<file path="config.mk">
export PLATFORM = sky130hd
export DESIGN_NAME = ahb_locked_rmw
export DESIGN_NICKNAME = d
export VERILOG_FILES = /design/src/rtl/rmw_pkg.sv /design/src/rtl/rmw_seq_ctrl.sv /design/src/rtl/rmw_bus_drive.sv /design/src/rtl/rmw_datapath.sv /design/src/rtl/ahb_locked_rmw.sv
export SDC_FILE = /design/constraint.sdc
export NUM_CORES = 1
export LEC_CHECK = 0
export ABC_AREA = 1
export BUFFER_PORTS_ARGS = -buffer_cell sky130_fd_sc_hd__buf_4
export CAP_MARGIN = 25
export CORE_ASPECT_RATIO = 0.8
export CORE_MARGIN = 2
export CORE_UTILIZATION = 45
export CTS_BUF_LIST = sky130_fd_sc_hd__clkbuf_4
export DETAILED_ROUTE_END_ITERATION = 8
export PLACE_DENSITY_LB_ADDON = 0.15
export SLEW_MARGIN = 15
export SYNTH_ARGS = -nofsm -noshare
export SYNTH_HDL_FRONTEND = slang
export SYNTH_SLANG_ARGS = --single-unit
</file>
<file path="constraint.sdc">
create_clock -name clk -period 2.7 [get_ports clk]
set_input_delay 0.27 -clock clk [delete_from_list [all_inputs] [get_ports clk]]
set_output_delay 0.27 -clock clk [all_outputs]
set_load 0.01 [all_outputs]
</file>
<file path="src/rtl/rmw_pkg.sv">
`timescale 1ns/1ps
package rmw_pkg;
  typedef enum logic [1:0] {
    TR_IDLE   = 2'b00,
    TR_BUSY   = 2'b01,
    TR_NONSEQ = 2'b10,
    TR_SEQ    = 2'b11
  } trans_e;

  typedef enum logic [1:0] {
    OP_SWAP = 2'b00,
    OP_ADD  = 2'b01,
    OP_SET  = 2'b10,
    OP_CLR  = 2'b11
  } rmw_op_e;

  typedef enum logic [1:0] {
    ST_IDLE,
    ST_RD,
    ST_WR,
    ST_REL
  } rmw_state_e;
endpackage

</file>
<file path="src/rtl/rmw_seq_ctrl.sv">
`timescale 1ns/1ps
module rmw_seq_ctrl
  import rmw_pkg::*;
(
  input  logic       clk,
  input  logic       rst,
  input  logic       start,
  input  logic       hready,
  output rmw_state_e state_q,
  output rmw_state_e state_d,
  output logic       accept,
  output logic       capture,
  output logic       finish,
  output logic       busy
);
  assign accept  = (state_q == ST_IDLE) && start;
  assign capture = (state_q == ST_WR) && hready;
  assign finish  = (state_q == ST_REL) && hready;
  assign busy    = (state_q != ST_IDLE);

  always_comb begin
    state_d = state_q;
    case (state_q)
      ST_IDLE: if (start)  state_d = ST_RD;
      ST_RD:   if (hready) state_d = ST_WR;
      ST_WR:   if (hready) state_d = ST_REL;
      ST_REL:  if (hready) state_d = ST_IDLE;
      default:             state_d = ST_IDLE;
    endcase
  end

  always_ff @(posedge clk) begin
    if (rst) state_q <= ST_IDLE;
    else     state_q <= state_d;
  end

  // an accepted request keeps the block busy until it finishes
  p_busy_until_finish_r8: assert property (@(posedge clk) disable iff (rst)
    (busy && !finish) |=> busy);

  // busy drops right after the write data phase completes
  p_free_after_finish_r7: assert property (@(posedge clk) disable iff (rst)
    finish |=> !busy);
endmodule

</file>
<file path="src/rtl/rmw_bus_drive.sv">
`timescale 1ns/1ps
module rmw_bus_drive
  import rmw_pkg::*;
#(
  parameter int ADDR_W = 32
) (
  input  logic              clk,
  input  logic              rst,
  input  rmw_state_e        state_d,
  input  logic              accept,
  input  logic [ADDR_W-1:0] req_addr,
  input  logic              hready,
  output logic [ADDR_W-1:0] haddr,
  output logic [1:0]        htrans,
  output logic              hwrite,
  output logic              hmastlock
);
  // Outputs are registered from the next state so they match the state register
  always_ff @(posedge clk) begin
    if (rst) begin
      htrans    <= TR_IDLE;
      hwrite    <= 1'b0;
      hmastlock <= 1'b0;
      haddr     <= '0;
    end else begin
      case (state_d)
        ST_RD: begin
          htrans    <= TR_NONSEQ;
          hwrite    <= 1'b0;
          hmastlock <= 1'b1;
        end
        ST_WR: begin
          htrans    <= TR_NONSEQ;
          hwrite    <= 1'b1;
          hmastlock <= 1'b1;
        end
        default: begin
          htrans    <= TR_IDLE;
          hwrite    <= 1'b0;
          hmastlock <= 1'b0;
        end
      endcase
      if (accept) haddr <= req_addr;
    end
  end

  p_read_issue_r2: assert property (@(posedge clk) disable iff (rst)
    accept |=> (htrans == TR_NONSEQ && !hwrite && hmastlock && haddr == $past(req_addr)));

  p_write_follows_r3: assert property (@(posedge clk) disable iff (rst)
    (htrans == TR_NONSEQ && !hwrite && hready) |=>
      (htrans == TR_NONSEQ && hwrite && hmastlock && $stable(haddr)));

  p_release_lock_r4: assert property (@(posedge clk) disable iff (rst)
    (htrans == TR_NONSEQ && hwrite && hready) |=> (htrans == TR_IDLE && !hmastlock));

  p_hold_on_wait_r6: assert property (@(posedge clk) disable iff (rst)
    (htrans != TR_IDLE && !hready) |=>
      ($stable(htrans) && $stable(haddr) && $stable(hwrite) && $stable(hmastlock)));

  p_idle_unlocked_r9: assert property (@(posedge clk) disable iff (rst)
    (htrans == TR_IDLE) |-> !hmastlock);
endmodule

</file>
<file path="src/rtl/rmw_datapath.sv">
`timescale 1ns/1ps
module rmw_datapath
  import rmw_pkg::*;
#(
  parameter int DATA_W = 32
) (
  input  logic              clk,
  input  logic              rst,
  input  logic              accept,
  input  logic              capture,
  input  logic              finish,
  input  logic              in_wphase,
  input  rmw_op_e           req_op,
  input  logic [DATA_W-1:0] req_operand,
  input  logic [DATA_W-1:0] hrdata,
  output logic [DATA_W-1:0] hwdata,
  output logic [DATA_W-1:0] old_data,
  output logic              done
);
  rmw_op_e           op_q;
  logic [DATA_W-1:0] operand_q;
  logic [DATA_W-1:0] new_val;

  always_comb begin
    case (op_q)
      OP_SWAP: new_val = operand_q;
      OP_ADD:  new_val = hrdata + operand_q;
      OP_SET:  new_val = hrdata | operand_q;
      default: new_val = hrdata & ~operand_q;
    endcase
  end

  always_ff @(posedge clk) begin
    if (rst) begin
      op_q      <= OP_SWAP;
      operand_q <= '0;
      hwdata    <= '0;
      old_data  <= '0;
      done      <= 1'b0;
    end else begin
      if (accept) begin
        op_q      <= req_op;
        operand_q <= req_operand;
      end
      if (capture) begin
        old_data <= hrdata;
        hwdata   <= new_val;
      end
      done <= finish;
    end
  end

  p_wdata_hold_r4: assert property (@(posedge clk) disable iff (rst)
    (in_wphase && !finish) |=> $stable(hwdata));

  p_done_single_r7: assert property (@(posedge clk) disable iff (rst)
    done |=> !done);

  p_old_hold_r10: assert property (@(posedge clk) disable iff (rst)
    (!capture) |=> $stable(old_data));
endmodule

</file>
<file path="src/rtl/ahb_locked_rmw.sv">
`timescale 1ns/1ps
module ahb_locked_rmw
  import rmw_pkg::*;
#(
  parameter int ADDR_W = 32,
  parameter int DATA_W = 32
) (
  input  logic              clk,
  input  logic              rst,
  input  logic              start,
  input  logic [ADDR_W-1:0] req_addr,
  input  logic [1:0]        req_op,
  input  logic [DATA_W-1:0] req_operand,
  output logic              busy,
  output logic              done,
  output logic [DATA_W-1:0] old_data,
  output logic [ADDR_W-1:0] haddr,
  output logic [1:0]        htrans,
  output logic              hwrite,
  output logic [2:0]        hsize,
  output logic              hmastlock,
  output logic [DATA_W-1:0] hwdata,
  input  logic              hready,
  input  logic [DATA_W-1:0] hrdata
);
  localparam int BYTES_LOG2 = $clog2(DATA_W / 8);

  rmw_state_e state_q, state_d;
  logic       accept, capture, finish;

  assign hsize = 3'(BYTES_LOG2);

  rmw_seq_ctrl u_ctrl (
    .clk     (clk),
    .rst     (rst),
    .start   (start),
    .hready  (hready),
    .state_q (state_q),
    .state_d (state_d),
    .accept  (accept),
    .capture (capture),
    .finish  (finish),
    .busy    (busy)
  );

  rmw_bus_drive #(.ADDR_W(ADDR_W)) u_bus (
    .clk       (clk),
    .rst       (rst),
    .state_d   (state_d),
    .accept    (accept),
    .req_addr  (req_addr),
    .hready    (hready),
    .haddr     (haddr),
    .htrans    (htrans),
    .hwrite    (hwrite),
    .hmastlock (hmastlock)
  );

  rmw_datapath #(.DATA_W(DATA_W)) u_dp (
    .clk         (clk),
    .rst         (rst),
    .accept      (accept),
    .capture     (capture),
    .finish      (finish),
    .in_wphase   (state_q == ST_REL),
    .req_op      (rmw_op_e'(req_op)),
    .req_operand (req_operand),
    .hrdata      (hrdata),
    .hwdata      (hwdata),
    .old_data    (old_data),
    .done        (done)
  );

  p_reset_quiet_r1: assert property (@(posedge clk)
    $past(rst) |-> (htrans == TR_IDLE && !hmastlock && !done && !busy));
endmodule

</file>
==> results of run 1 <==
[worst paths after layout]
check | start | endpoint | slack (ps) | depth (start not counted)
setup / recovery | hrdata[0] | u_dp.hwdata[28]$_SDFFE_PP0P_ | 400 | 15
hold / removal | req_addr[5] | u_bus.haddr[5]$_SDFFE_PP0P_ | 30 | 3
setup reg to reg | u_dp.operand_q[0]$_SDFFE_PP0P_ | u_dp.hwdata[28]$_SDFFE_PP0P_ | 430 | 13
hold reg to reg | u_dp.hwdata[9]$_SDFFE_PP0P_ | u_dp.hwdata[9]$_SDFFE_PP0P_ | 480 | 2
[worst reg2reg max path, delay by kind of cell (launching register included)]
kind / cells / cell delay [ps]
AND/OR/NAND/NOR: 10 / 1020
adder cells (fa/ha/maj): 2 / 720
flip-flops: 1 / 340
AO/OA/AOI/OAI: 1 / 110
[flip-flops by register name, indices dropped and copies added (netlist names)]
| signal | count |
|---|---|
| u_dp.operand_q | 32 |
| u_dp.done | 1 |
| u_bus.hwrite | 1 |
| u_ctrl.state_q | 2 |
| u_dp.hwdata | 32 |
| u_bus.htrans | 1 |
| u_bus.haddr | 32 |
| u_dp.old_data | 32 |
| u_dp.op_q | 2 |
[final cells by class]
class	instances	area (sq um)	area share, %
repair buffers	307	2557	21.68
diodes	1	2.502	0.02121
inverters	203	762.0	6.458
well taps	258	322.8	2.736
flip-flops and latches	135	2703	22.91
clock inverters	14	152.6	1.294
clock buffers	18	135.1	1.145
multi-input cells	959	5164	43.76
[per-stage QoR]
stage	instance area (sq um)	std cells	setup slack (ps)
after CTS	11800	1894	449.8
after global routing	11800	1895	203.1
after floorplan	8886	1358	801.7
final	11800	1895	398.6
after global placement	10600	1771	420.8
after detailed placement	10600	1771	392.2
[routing by layer]
| metal | vias up | routed length (microns) | track usage [%] |
|---|---|---|---|
| li1 | 4810 | - | - |
| met3 | 19 | 2459 | 7.907 |
| met1 | 4175 | 14240 | 39.69 |
| met4 | 0 | 301 | 6.670 |
| met5 | - | 0 | 0 |
| met2 | 314 | 12330 | 43.25 |
[cells by family after synthesis]
logic type / Yosys count / share of synthesized area (%)
AND/OR/NAND/NOR: 587 / 27.30
AO/OA/AOI/OAI: 270 / 16.73
XOR/XNOR: 1 / 0.09867
adder cells (fa/ha/maj): 97 / 13.75
other: 2 / 0.08459
flip-flops: 135 / 30.44
buffers and inverters: 264 / 11.60
[timing repair]
action,in CTS,in global routing
hold endpoints to repair,91,0
hold buffers,91,0
resized for setup,0,0
[power breakdown]
group	total (mW)	internal (mW)	switching (mW)	leakage [nW]
Combinational	1.71	0.688	1.02	4.80
Clock	1.42	0.442	0.982	0.160
Sequential	2.19	2.12	0.0767	1.11
Total	5.33	3.25	2.08	6.06
[placed cells by master, fill, tap and decap left out, types with 6 or more instances in the layout]
cell / synthesis / routed
nand2_1: 336 / 335
buf_4: 6 / 214
inv_1: 183 / 181
nor2_1: 156 / 155
dfxtp_1: 135 / 135
a21oi_1: 119 / 119
o21ai_0: 107 / 107
ha_1: 96 / 96
dlygate4sd3_1: 0 / 91
nand3_1: 49 / 49
inv_2: 19 / 20
clkbuf_4: 0 / 18
nand2_2: 14 / 15
o221ai_1: 13 / 13
a21oi_2: 10 / 10
nand3_2: 6 / 6
inv_8: 0 / 6
==> out/results.ini, run 1 <==
[routing]
vias_per_cell=4.917
finalWirelength_mm=29.33
vias=9318
ant_nets=0
first_pass_iters=5
avgRoutedWirePerCell_microns=15.48
drt-initial-drc-count=635
drc=0

[finish]
fill_cells=1854
nets=1822
final_util_pct=61.63
drive_above_1_share_pct=18.95
syn_to_final_growth_pct=32.89

[timing]
fin_setup_tns_ps=0
max_slew_margin_pct=40.65
period_share_pct=85.24
fin_worst_skew_ps=38.98
holdWs_ps=31.02
worstMarginPinSlew_ps=890.2
slew_viol_final=0
finalHoldViolations=0
min_period_ps=2301
rsz0062_at_grt=false
setup-violations-final=0
timing.fmax_mhz=434.5

[synthesis]
synth_cell_types=43
ys_seq_area_share_pct=30.44
yosys-top-cells-count=nand2_1 (336), inv_1 (183), nor2_1 (156)
synth.most_common_cell=nand2_1
synth_edf_count=0
async_reset_ff_share_pct=0
syn_inst=1356
ys.flop_type=dfxtp_1
syn-cell-area_sq_mm=0.008879
netlist_top_cells_area=dfxtp_1 (30%), nand2_1 (14%), ha_1 (14%)
synth-seq-cells=135
synth_area_leader_cell=dfxtp_1
synth_top_area_share_pct=30.44
syn_area_per_cell_sq_um=6.548
synth_warnings=0

[clocking]
htree_num_levels=4
cts_setup_buffers=0
tritoncts=done
clock-sinks=135
insertion_delay_ps=600
cts_buffer_depth=2
cts.clk_slew.worst_paths_ps=160
numCtsBuffers=17
clockRootBuffer=clkbuf_4

[grt]
gr-usage-all-layers_pct=28.28
grt_pass1_wl_mm=46.18
grt_max_degree=102
overflow=0
grt_pass1_vias=8838
antenna_found_initial=1

[pwr]
power_mw=5.329
ir_drop_mv=0.2723
leakagePower_nw=6.064
power_density_mw_per_mm2=451.6

[die]
die_w_microns=161.0
coreArea_sq_mm=0.01914
initial_core_util_pct=46.38
die_y_microns=129.6
boundaryPins=207
row_count=45
fp.dieArea_sq_mm=0.02088

[critical_path]
worst_setup_path_end_kind=flip-flop
timing.critical_path.buf_inv=2
worstPathRequired_ps=3210
cp_max_fo=5
cp-start-kind=primary input
slowest_stage=dlygate4sd3_1
critPathTopFamily=simple AND/OR/NAND/NOR gates
critical-path-max-stage-delay_ps=530
crit_chain=dlygate4sd3_1, buf_4, ha_1, fa_1, nand3_1, nand3_1, nand3_1, nand3_1, nand2_1, nand2_1, nand2_1, nand3_1, nand2_1, nand2_1, a21oi_1
arrival_ps=2810
crit_type=in -> reg

[hold_path]
hp-class=in -> reg

[run_status]
outcome=completed

[placed_design]
gp_congestion=0.9251
dpl.hpwl_mm=21.00
numPortBuffers=202

[flow_run]
maxCapViolations=0

No activity file was read; power rests on OpenSTA's default activity.
==> run 2: changes to the inputs <==
--- a/config.mk
+++ b/config.mk
@@ -13,6 +13,7 @@
 export CORE_UTILIZATION = 45
 export CTS_BUF_LIST = sky130_fd_sc_hd__clkbuf_4
 export DETAILED_ROUTE_END_ITERATION = 8
+export GPL_TIMING_DRIVEN = 0
 export PLACE_DENSITY_LB_ADDON = 0.15
 export SLEW_MARGIN = 15
 export SYNTH_ARGS = -nofsm -noshare
==> out/results.ini, run 2 (synthesis gave the netlist of run 1 again) <==
[run_status]
outcome=completed

[timing]
fin_worst_skew_ps=44.41
max_slew_margin_pct=42.35
min_period_ps=2538
fin_setup_tns_ps=0
worstMarginPinSlew_ps=864.8
period_share_pct=94.00
finalHoldViolations=0
slew_viol_final=0
rsz0062_at_grt=false
timing.fmax_mhz=394.0
setup-violations-final=0

[flow_run]
maxCapViolations=0

[hold_path]
holdPathEnd=u_dp.old_data[18]$_SDFFE_PP0P_
min_from=hrdata[18]
min_path_cells=3
hp-class=in -> reg

[die]
fp.dieArea_sq_mm=0.02088
die_y_microns=129.6
initial_core_util_pct=46.38
die_w_microns=161.0
row_count=45
coreArea_sq_mm=0.01914
boundaryPins=207

[clocking]
clockRootBuffer=clkbuf_4
htree_num_levels=4
cts_buffer_depth=2
insertion_delay_ps=590
cts.clk_slew.worst_paths_ps=120
tritoncts=done
clock-sinks=135
numCtsBuffers=17

[placed_design]
gp_congestion=0.9676
numPortBuffers=201
dp.cells=1817
dpl.hpwl_mm=24.60

[grt]
overflow=0
grt_pass1_wl_mm=48.00
antenna_found_initial=1
gr-usage-all-layers_pct=30.16
grt_max_degree=17
grt_pass1_vias=8761

[finish]
drive_above_1_share_pct=18.26
mostFrequentLayoutCell=nand2_1
syn_to_final_growth_pct=33.05
fill_cells=1889
nets=1857
regArea_sq_mm=0.002703
multiInputGateArea_sq_mm=0.005154
instances_no_fill=1929
layout_common_cells=nand2_1 (336), buf_4 (207), inv_1 (183), nor2_1 (156), dfxtp_1 (135)

[critical_path]
cp-start-kind=primary input
reg2regPathDepth=13
reg2reg_to=u_dp.hwdata[20]$_SDFFE_PP0P_
arrival_ps=3030
worst_setup_path_end_kind=flip-flop
regToRegSetupSlack_ps=230
r2r-start=u_dp.operand_q[14]$_SDFFE_PP0P_
worstPathRequired_ps=3190
crit_type=in -> reg
cp_max_fo=5

[routing]
avgRoutedWirePerCell_microns=16.47
ant_nets=0
drc=0
finalWirelength_mm=31.77
vias_per_cell=4.926
vias=9502
first_pass_iters=7
drt-initial-drc-count=705

[pwr]
ir_drop_mv=0.3613
leakagePower_nw=6.055
power_density_mw_per_mm2=461.8

==> run 2: cell count changes in the layout (fill, tap and decap cells not counted), moves of 2 or more <==
cell / before / now
clkbuf_1: 0 / 46
dlygate4sd3_1: 91 / 80
buf_2: 0 / 7
buf_4: 214 / 207
inv_8: 6 / 2
buf_12: 2 / 0
bufinv_16: 0 / 2
clkinv_8: 2 / 0
clkinvlp_4: 0 / 2
inv_1: 181 / 183
==> run 2: what timing repair did <==
action,in CTS,in global routing
setup buffers,0,0
gates resized for setup,0,0
endpoints found under the setup margin,0,0
endpoints found under the hold margin,76,4
hold buffers,76,4
==> run 2: layout make-up <==
cell class              instances  share of cell area, %
diodes                          1                0.02118
well taps                     258                  2.733
clock inverters                14                  1.388
plain buffers                  61                  2.267
repair buffers                281                  19.55
inverters                     203                  6.451
flip-flops and latches        135                  22.88
clock buffers                  17                  1.080
multi-input cells             959                  43.63
==> run 2: critical path, cell delays in order <==
cell	delay, ps
dlygate4sd3_1	540
buf_4	150
ha_1	260
fa_1	500
nand3_1	120
nand3_1	230
nand4_1	240
nand3_1	90
nand2_1	60
nand3_1	130
nand3_1	110
nand2_1	140
a21oi_1	150
==> run 2: power by group <==
| group | total, mW | switching [mW] | internal [mW] | leakage [nW] |
|---|---|---|---|---|
| clock | 1.50 | 0.932 | 0.572 | 0.154 |
| sequential | 2.20 | 0.0786 | 2.12 | 1.11 |
| combinational | 1.76 | 1.07 | 0.686 | 4.80 |
==> run 2: worst max-delay path by stage <==
stage	startpoint	endpoint	slack, ps	cells after the start
finish	hrdata[0]	u_dp.hwdata[20]$_SDFFE_PP0P_	160	13
global route	hrdata[0]	u_dp.hwdata[24]$_SDFFE_PP0P_	70	17
CTS	u_dp.operand_q[15]$_SDFFE_PP0P_	u_dp.hwdata[20]$_SDFFE_PP0P_	300	13
detailed placement	hrdata[0]	u_dp.hwdata[24]$_SDFFE_PP0P_	260	16
global placement	hrdata[0]	u_dp.hwdata[24]$_SDFFE_PP0P_	280	15
floorplan	u_dp.operand_q[0]$_SDFFE_PP0P_	u_dp.hwdata[24]$_SDFFE_PP0P_	800	14
==> run 2: layer usage <==
| layer | wire [microns] | vias to the layer above | global-route usage (%) | share of wire (%) |
|---|---|---|---|---|
| met1 | 15030 | 4193 | 42.67 | 47 |
| met3 | 3312 | 33 | 9.155 | 10 |
| li1 | - | 4887 | - | - |
| met5 | 0 | - | 0 | 0 |
| met4 | 533 | 0 | 7.563 | 1.7 |
| met2 | 12900 | 389 | 44.89 | 41 |
==> run 2: through the flow <==
stage | power [mW] | cell area (sq um) | hold slack (ps) | util [%] | setup WS [ps]
6_report | 5.456 | 11810 | 21.77 | 61.71 | 161.9
5_1_grt | 5.787 | 11810 | 0.8276 | 61.71 | 71.31
4_1_cts | 5.427 | 11770 | 0.3438 | 61.48 | 304.3
3_5_place_dp | 3.858 | 10720 | 456.1 | 55.99 | 264.1
3_3_place_gp | 3.842 | 10720 | 453.1 | 55.99 | 278.7
2_1_floorplan | 3.242 | 8886 | 423.8 | - | 801.7
==> run 3: changes to the inputs <==
--- a/config.mk
+++ b/config.mk
@@ -6,7 +6,7 @@
 export NUM_CORES = 1
 export LEC_CHECK = 0
 export ABC_AREA = 1
-export BUFFER_PORTS_ARGS = -buffer_cell sky130_fd_sc_hd__buf_4
+export BUFFER_PORTS_ARGS = -buffer_cell sky130_fd_sc_hd__buf_2
 export CAP_MARGIN = 25
 export CORE_ASPECT_RATIO = 0.8
 export CORE_MARGIN = 2
==> out/results.ini, run 3 (synthesis gave the netlist of run 1 again) <==
[timing]
setup-violations-final=0
min_period_ps=2418
worstMarginPinSlew_ps=867.6
fin_setup_tns_ps=0
timing.fmax_mhz=413.6
period_share_pct=89.55
max_slew_margin_pct=42.16
fin_ws_ps=282.1
fin_worst_skew_ps=29.73
finalHoldViolations=0
slew_viol_final=0
rsz0062_at_grt=false

[finish]
drive_above_1_share_pct=18.30
nets=1858
regArea_sq_mm=0.002703
fill_cells=1893
mostFrequentLayoutCell=nand2_1
layout_common_cells=nand2_1 (336), buf_2 (208), inv_1 (183), nor2_1 (156), dfxtp_1 (135)
syn_to_final_growth_pct=27.80
multiInputGateArea_sq_mm=0.005154
final_util_pct=59.27

[grt]
grtUsageMet2_pct=44.99
grt.busiest_layer=met2
antenna_found_initial=1
grt_max_degree=17
grt_pass1_vias=8762
grt_pass1_wl_mm=47.06
overflow=0
gr-usage-all-layers_pct=29.47
met1_usage_pct=42.23
grt_util_met3_pct=7.682

[hold_path]
min_path_cells=3
min_from=hrdata[6]
hp-class=in -> reg

[die]
row_count=45
boundaryPins=207
die_w_microns=161.0
die_y_microns=129.6
fp.dieArea_sq_mm=0.02088
initial_core_util_pct=46.38
coreArea_sq_mm=0.01914

[clocking]
clock-sinks=135
clockRootBuffer=clkbuf_4
tritoncts=done
cts.clk_slew.worst_paths_ps=150
cts_buffer_depth=2
cts_resized=0
numCtsBuffers=17
htree_num_levels=4
insertion_delay_ps=600

[pwr]
p_sw_mw=2.103
power_frac_seq_pct=40.3
combPwrFrac_pct=30.6
ir_drop_mv=0.3013
p_int_mw=3.333
power_density_mw_per_mm2=479.0
clkPwrFrac_pct=29.0
p_sw_share_pct=38.68
leakagePower_nw=5.979

[critical_path]
worstPathRequired_ps=3210
r2r-start=u_dp.operand_q[18]$_SDFFE_PP0P_
critical-path-max-stage-delay_ps=530
reg2regPathDepth=13
cp_max_fo=5
arrival_ps=2930
cp-start-kind=primary input
crit_type=in -> reg
crit_chain=dlygate4sd3_1, buf_2, ha_1, fa_1, nand3_1, nand3_1, nand3_1, nand3_1, nand2_1, nand2_1, nand2_1, nand3_1, nand2_1, nand2_1, a21oi_1
worst_setup_path_end_kind=flip-flop
slowest_stage=dlygate4sd3_1
startpoint=hrdata[0]

[routing]
avgRoutedWirePerCell_microns=16.10
drc=0
first_pass_iters=5
vias_per_cell=4.968
drt-initial-drc-count=775
finalWirelength_mm=31.09
ant_nets=0
vias=9593

[placed_design]
dpl.hpwl_mm=24.10
place_ws_ps=263.6
numPortBuffers=201
gp_congestion=0.9564

[run_status]
outcome=completed

[flow_run]
maxCapViolations=0

## run 3: final timing paths
| path | to | slack [ps] |
|---|---|---|
| worst max-delay path | u_dp.hwdata[28]$_SDFFE_PP0P_ | 280 |
| worst min-delay path | u_dp.old_data[6]$_SDFFE_PP0P_ | 20 |
| worst max register to register | u_dp.hwdata[20]$_SDFFE_PP0P_ | 290 |
| worst min register to register | u_dp.hwdata[20]$_SDFFE_PP0P_ | 470 |
## run 3: area by class of cell
type	count	area share [%]
Clock buffer	18	1.191
Buffer	61	2.360
Timing Repair Buffer	282	16.01
Multi-Input combinational cell	959	45.42
Antenna cell	1	0.02205
Inverter	203	6.715
Tap cell	258	2.845
Clock inverter	14	1.621
Sequential cell	135	23.82
## run 3: per-layer routing
metal,share of wire (%),vias up
li1,-,4880
met1,49,4320
met2,42,365
met3,8.6,28
met4,1.3,0
met5,0,-
## run 3: metrics by stage
stage	power (mW)	cells	hold WS (ps)	cell area, sq um
final	5.435	1931	19.28	11350
after floorplan	3.242	1358	423.8	8886
after detailed placement	3.765	1817	456.0	10210
after CTS	5.408	1928	1.959	11320
after global routing	5.722	1931	4.534	11350
after global placement	3.749	1817	449.7	10210
## run 3: repair_timing
action	in CTS	in global routing
setup buffers	0	0
hold buffers	79	2
endpoints found under the hold margin	79	2
## run 3: power groups by stage
| stage | clock, mW | sequential, mW | combinational (mW) |
|---|---|---|---|
| 4_1_cts | 1.59 | 2.19 | 1.63 |
| 5_1_grt | 1.67 | 2.21 | 1.84 |
| 3_3_place_gp | 0 | 2.23 | 1.52 |
| 2_1_floorplan | 0 | 2.26 | 0.983 |
| 3_5_place_dp | 0 | 2.23 | 1.53 |
| 6_report | 1.58 | 2.19 | 1.66 |
## run 3: worst max-delay path, delay by kind of cell
kind	cells	cell delay, ps
compound gates	1	120
fa+ha+maj	2	760
buf+inv	2	680
simple gates	10	1090
